## src/rtl/stack_seq.sv

```systemverilog
module stack_seq #(
  parameter int BW = 8,
  parameter int CW = 5
) (
  input  logic          clk,
  input  logic          rst_n,
  input  logic          start,
  input  logic          pull,
  input  logic          use_u,
  input  logic [7:0]    mask,
  input  logic [BW-1:0] cc_in,
  input  logic [BW-1:0] a_in,
  input  logic [BW-1:0] b_in,
  input  logic [BW-1:0] dp_in,
  input  logic [2*BW-1:0] x_in,
  input  logic [2*BW-1:0] y_in,
  input  logic [2*BW-1:0] s_in,
  input  logic [2*BW-1:0] u_in,
  input  logic [2*BW-1:0] pc_in,
  output logic [2*BW-1:0] mem_addr,
  output logic          mem_wr,
  output logic          mem_rd,
  output logic [BW-1:0] mem_wdata,
  input  logic [BW-1:0] mem_rdata,
  output logic          busy,
  output logic          done,
  output logic [2*BW-1:0] sp_out,
  output logic [CW-1:0] cyc_out,
  output logic [BW-1:0] cc_out,
  output logic [BW-1:0] a_out,
  output logic [BW-1:0] b_out,
  output logic [BW-1:0] dp_out,
  output logic [2*BW-1:0] x_out,
  output logic [2*BW-1:0] y_out,
  output logic [2*BW-1:0] osp_out,
  output logic [2*BW-1:0] pc_out
);
  localparam int WW = 2 * BW;
  localparam int NR = 8;
  localparam int FIRST_WORD = 4;

  logic [WW-1:0] rf [NR];
  logic [NR-1:0] pend, pend_nx;
  logic [2:0]    cur;
  logic          dir, ph, word, last_byte;
  logic [WW-1:0] ptr, ptr_nx;
  logic [CW-1:0] cyc;

  // push takes the highest pending bit, pull the lowest
  always_comb begin
    cur = '0;
    if (dir) begin
      for (int i = NR - 1; i >= 0; i--)
        if (pend[i]) cur = 3'(i);
    end else begin
      for (int i = 0; i < NR; i++)
        if (pend[i]) cur = 3'(i);
    end
  end

  assign word      = (int'(cur) >= FIRST_WORD);
  assign last_byte = !word || ph;
  assign pend_nx   = last_byte ? (pend & ~(NR'(1) << cur)) : pend;
  assign ptr_nx    = dir ? ptr + 1'b1 : ptr - 1'b1;

  assign mem_addr  = dir ? ptr : ptr - 1'b1;
  assign mem_wr    = busy && !dir;
  assign mem_rd    = busy && dir;
  assign mem_wdata = (word && ph) ? rf[cur][WW-1:BW] : rf[cur][BW-1:0];

  always_ff @(posedge clk or negedge rst_n) begin
    if (!rst_n) begin
      for (int i = 0; i < NR; i++) rf[i] <= '0;
      pend    <= '0;
      dir     <= 1'b0;
      ph      <= 1'b0;
      ptr     <= '0;
      cyc     <= '0;
      busy    <= 1'b0;
      done    <= 1'b0;
      sp_out  <= '0;
      cyc_out <= '0;
    end else begin
      done <= 1'b0;
      if (!busy && start) begin
        dir   <= pull;
        pend  <= mask;
        ptr   <= use_u ? u_in : s_in;
        cyc   <= '0;
        ph    <= 1'b0;
        rf[0] <= WW'(cc_in);
        rf[1] <= WW'(a_in);
        rf[2] <= WW'(b_in);
        rf[3] <= WW'(dp_in);
        rf[4] <= x_in;
        rf[5] <= y_in;
        rf[6] <= use_u ? s_in : u_in;
        rf[7] <= pc_in;
        if (mask == '0) begin
          done    <= 1'b1;
          sp_out  <= use_u ? u_in : s_in;
          cyc_out <= '0;
        end else begin
          busy <= 1'b1;
        end
      end else if (busy) begin
        ptr  <= ptr_nx;
        cyc  <= cyc + 1'b1;
        ph   <= word && !ph;
        pend <= pend_nx;
        if (dir) begin
          if (word && !ph) rf[cur][WW-1:BW] <= mem_rdata;
          else             rf[cur][BW-1:0]  <= mem_rdata;
        end
        if (pend_nx == '0) begin
          busy    <= 1'b0;
          done    <= 1'b1;
          sp_out  <= ptr_nx;
          cyc_out <= cyc + 1'b1;
        end
      end
    end
  end

  assign cc_out  = rf[0][BW-1:0];
  assign a_out   = rf[1][BW-1:0];
  assign b_out   = rf[2][BW-1:0];
  assign dp_out  = rf[3][BW-1:0];
  assign x_out   = rf[4];
  assign y_out   = rf[5];
  assign osp_out = rf[6];
  assign pc_out  = rf[7];
endmodule

```

## config.mk

```make
export PLATFORM = sky130hd
export DESIGN_NAME = stack_seq
export DESIGN_NICKNAME = d
export VERILOG_FILES = /design/src/rtl/stack_seq.sv
export SDC_FILE = /design/constraint.sdc
export NUM_CORES = 1
export LEC_CHECK = 0
export BUFFER_PORTS_ARGS = -buffer_cell sky130_fd_sc_hd__buf_2
export CORE_UTILIZATION = 45
export CTS_BUF_LIST = sky130_fd_sc_hd__clkbuf_8
export DETAILED_ROUTE_END_ITERATION = 7
export GPL_TIMING_DRIVEN = 0
export PLACE_DENSITY = 0.71
export SLEW_MARGIN = 10
export SYNTH_ARGS = -nofsm -noshare
export SYNTH_HDL_FRONTEND = slang
export SYNTH_SLANG_ARGS = --single-unit
export TNS_END_PERCENT = 30
```

## constraint.sdc

```tcl
create_clock -name clk -period 3.29 [get_ports clk]
set_clock_uncertainty 0.1 [all_clocks]
set_input_delay 0.658 -clock clk [delete_from_list [all_inputs] [get_ports clk]]
set_output_delay 0.658 -clock clk [all_outputs]
set_load 0.03 [all_outputs]
```

# Word level (Yosys, flattened, before mapping)
# Cells that the tools add are included.
# word_totals
reg_bits	182
latchBits	0
ramBits	0
romBits	0
input_bits	133
memories	0
# op_classes
addsub	3
multipliers	0
n_div	0
n_lt_le_gt_ge	3
n_eq_ne	2
shifts	1
mux	59
bitwise	3
reduce_logical	18
# ops
op	count
$mux W128	4
$bwmux W128	2
$mux W16	13
$demux W16 S3	2
$bmux W16 S3	1
$mux W3	15
$mux W8	5
$mux W5	6
$add A16 B1 Y16 const B	1
$logic_not A8 Y1	2
$sub A16 B1 Y16 const B	1
$mux W1	11
$and A8 B8 Y8	1
$not A8 Y8	1
$shl A1 B3 Y8 const A	1
$logic_and A1 B1 Y1	6
$reduce_bool A2 Y1	3
$add A5 B1 Y5 const B	1
$ge A4 B4 Y1 const B	1
$logic_not A1 Y1	4
$lt A4 B1 Y1 const B	1
$not A3 Y4	1
$ge A3 B3 Y1 const B	1
$reduce_and A3 Y1	1
4 further kinds	4

# Depth between registers and ports, before layout
# depth
word_depth	19
ltp_mapped	11

# Worst setup path after synthesis
# Ideal clock, no wire load.
# synth_path
kind	register to output
start	register pend[7]
end	output port mem_wdata[6]
arrival_ps	2614
required_time_ps	2532
slack_ps	-82
stages_incl_launch_ff	9
cell_sequence	dfrtp_1 -> buf_2 -> nor2b_1 -> o21ai_0 -> a32o_1 -> buf_4 -> clkbuf_1 -> mux4_2 -> o21ai_0
# synth_via
elab_chain_cells	14
word_cells_on_any_way	17
classes_between	order compare (1); mux (14); bitwise (1); reduce/logical (1)
# synth_rtl
element	line	source
from (decl)	43	logic [NR-1:0] pend, pend_nx;
from (signal assigned)	87	pend <= mask;
from (signal assigned)	110	pend <= pend_nx;
$mux W3 (8 in a row)	54	if (pend[i]) cur = 3'(i);
$mux W3 *	52	if (dir) begin
$not A3 Y4 (not written as such)	69	assign mem_wdata = (word && ph) ? rf[cur][WW-1:BW] : rf[cur][BW-1:0];
$bmux W16 S3	69	
$mux W16 (not written as such) (2 in a row)	69	
$mux W8 *	69	
to (decl)	23	output logic [BW-1:0] mem_wdata,
# Every way passes the cells marked *; elsewhere a longest branch is shown, timed or not. The select of a mux whose other input is x is not followed.

# Worst setup path after layout
# layout_path
start	register pend[3]
end	output port mem_wdata[0]
# layout_via
elab_chain_cells	11
word_cells_on_any_way	17
classes_between	order compare (1); mux (14); bitwise (1); reduce/logical (1)
# layout_rtl
element	line	source
$mux W3 (5 in a row)	57	if (pend[i]) cur = 3'(i);
$mux W3 *	52	
$not A3 Y4 (not written as such)	69	
$bmux W16 S3	69	
$mux W16 (not written as such) (2 in a row)	69	
$mux W8 *	69	
# Marked as above.

==> impl_metrics.yaml <==
synthesis:
  postSynthCellCount: 1056
  synth_edf_count: 0
  synth_top_family_by_area: "compound AO/OA/AOI/OAI gates"
  synth-main-ff-cell: "dfrtp_1"
  synth_area_mm2: 0.00958
  synth_simple_gate_area_share_pct: 12.2
  synthAdderAreaFrac_pct: 0.392
  synth-async-reset-ratio_pct: 100
  yosysWarningCount: 0
  synth-compound-area-share_pct: 22.0
  synth-seq-cells: 150
  synth_area_leader_cell: "dfrtp_1"
  synth.area.mux_share_pct: 11.2
  synth_cell_types: 67
  synthXorXnorAreaFrac_pct: 2.83
  synthTopCellsByArea: "dfrtp_1, mux2i_1, buf_4"
  avgSynthCellArea_um2: 9.08
  synth_nets: 1192
  synth_top_area_share_pct: 39.2
  ys_seq_area_share_pct: 39.2
status:
  outcome: "finished, violations left"
  violations: "setup timing"
finish:
  layout_commonest_cell: "buf_2"
  fin_util_pct: 58.0
  drive_gt1_share_pct: 37.3
  stdcell_count: 1649
  num_antenna_cells: 0
  final_cell_mix: "buf_2, dfrtp_1, buf_4"
  design_area_mm2: 0.0122
  area_growth_pct: 26.8
  nNetsFinal: 1498
timing:
  final.min_clock_period_ns: 3.59
  period_share_pct: 109
  final.setup.tns_ns: -2.18
  relSlewSlack_pct: 44.9
  fin_ws_ns: -0.301
  grt_setup_unrepaired: "yes"
  finalSetupViolCount: 8
  worstMarginPinSlew_ns: 0.823
  drv_slew: 0
  hold_viol: 0
  fmax_ghz: 0.278
pwr:
  p_per_area_mw_per_mm2: 1290
  vdd_drop_max_uv: 542
  leakage_nw: 5.88
  power.total_mw: 15.6
placement:
  globalplace.congestion: 0.913
  port_buffers: 276
  dpl_cell_area_mm2: 0.0113
  dp_cells: 1608
  place_hpwl_um: 25800
worst_setup_path:
  crit_fanout: 10
  cpMaxStageDelayCell: "mux4_2"
  slowest_delay_ns: 0.56
  timing.critical_path.arrival_ns: 2.83
  cp-end-kind: "output pin"
  worstSetupPathType: "reg -> out"
  crit_chain: "or2_4 > a211oi_4 > a21oi_4 > buf_12 > mux2i_1 > mux4_2 > o21ai_4 > buf_6"
  ff2ff_setup_slack_ns: 0.23
  cp_data_required_time_ns: 2.53
  r2r.worst_path.cells: 10
  start_kind: "register"
clock_network:
  cts_buffers: 17
  clockBufferDepth: 2
  cts_sinks: 150
  hold_buffers: 0
  cts_root_buffer: "clkbuf_8"
  insertion_delay_ns: 0.47
  path_clk_slew_ns: 0.09
  cts_tree: "yes"
  htree_levels: 4
detailed_routing:
  wire_per_inst_um: 20.8
  drc: 0
  vias: 9393
  antenna_left: 0
  firstDrtPassIters: 5
  drt_iter0_drc: 833
  drt-total-wl_um: 34400
  via_per_inst: 5.70
floorplanning:
  io_pins: 278
  die-area_mm2: 0.0219
  core_mm2: 0.0210
  die_h_um: 148
  fp.dieW_um: 148
  rows: 53
  initial_core_util_pct: 45.7
grt:
  grt_usage_pct: 31.6
  grt_pass1_wl_um: 51900
  antenna_found_initial: 0
  grt.overflow.total: 0
  grt_pass1_vias: 9131
  grt_max_degree: 80
run:
  cap_viol_max_count: 0
worst_hold_path:
  hold_path.class: "in -> async"
==> sequential cells by signal, indices dropped and copies added, names as in the netlist, 5 cells and up <==
register	count
y_out	16
ptr	16
cc_out	8
pend	8
pc_out	16
sp_out	16
dp_out	8
osp_out	16
b_out	8
cyc_out	5
x_out	16
cyc	5
a_out	8
==> power by group <==
group / total, mW / internal (mW) / switching, mW
combinational: 10.8 / 4.17 / 6.60
sequential: 3.55 / 2.68 / 0.864
clock: 1.33 / 0.544 / 0.786
total: 15.6 / 7.39 / 8.25
==> repair_timing <==
action | in CTS | in global routing
pin swaps | 6 | 10
setup endpoints to repair | 16 | 80
resized for setup | 73 | 34
setup buffers | 6 | 10
==> stage by stage <==
step	hold WS (ns)	setup WS, ns
global route	0.0837	-0.400
detailed placement	0.395	-0.465
finish	0.0237	-0.301
CTS	0.0608	-0.288
global placement	0.383	-0.872
floorplan	0.262	0.00811
==> routing by layer <==
layer	global-route usage, %	wire (um)
met1	42.5	14200
met2	49.0	15700
met3	7.31	3230
met4	13.5	1220
met5	0	0
==> synth_stat cells (10+ instances only) <==
cell / count
a21oi_1: 45
a22oi_1: 81
and2_1: 10
buf_4: 98
clkbuf_1: 63
dfrtp_1: 150
inv_1: 27
mux2_2: 11
mux2i_1: 76
nand2_1: 114
nand3_1: 15
nor2_1: 80
o211ai_1: 11
o21ai_0: 83
o21ai_1: 10
o2bb2ai_1: 33
xnor2_1: 18
xor2_1: 13
==> final cells by class <==
class,count,area [um2]
Buffer,171,1120
Clock buffer,18,248
Clock inverter,13,100
Fill cell,1976,8800
Inverter,29,109
Multi-Input combinational cell,700,4850
Sequential cell,150,3760
Tap cell,275,344
Timing Repair Buffer,293,1620
==> final timing paths <==
kind                             from            to
setup / recovery              pend[3]  mem_wdata[0]
hold / removal                  rst_n      a_out[2]
setup reg to reg              pend[3]     dp_out[0]
hold reg to reg            sp_out[15]    sp_out[15]
max in group asynchronous       rst_n    osp_out[2]
min in group clk                 pull           dir
==> critical path: cells and delay by family, from the launching register on <==
family	cells	cell delay (ns)
AOI/OAI and AO/OA	3	0.61
muxes	2	0.72
buffers and inverters	2	0.32
DFF	1	0.42
and+or+nand+nor	1	0.28
==> kinds of logic (layout without fill, tap and decap cells) <==
logic type / Yosys count / count (layout)
AOI/OAI and AO/OA: 308 / 308
and+or+nand+nor: 262 / 262
buffers and inverters: 206 / 524
DFF: 150 / 150
muxes: 96 / 96
xor gates and xnor gates: 31 / 31
adders and majority gates: 3 / 3
(Power assumes the default switching activity.)
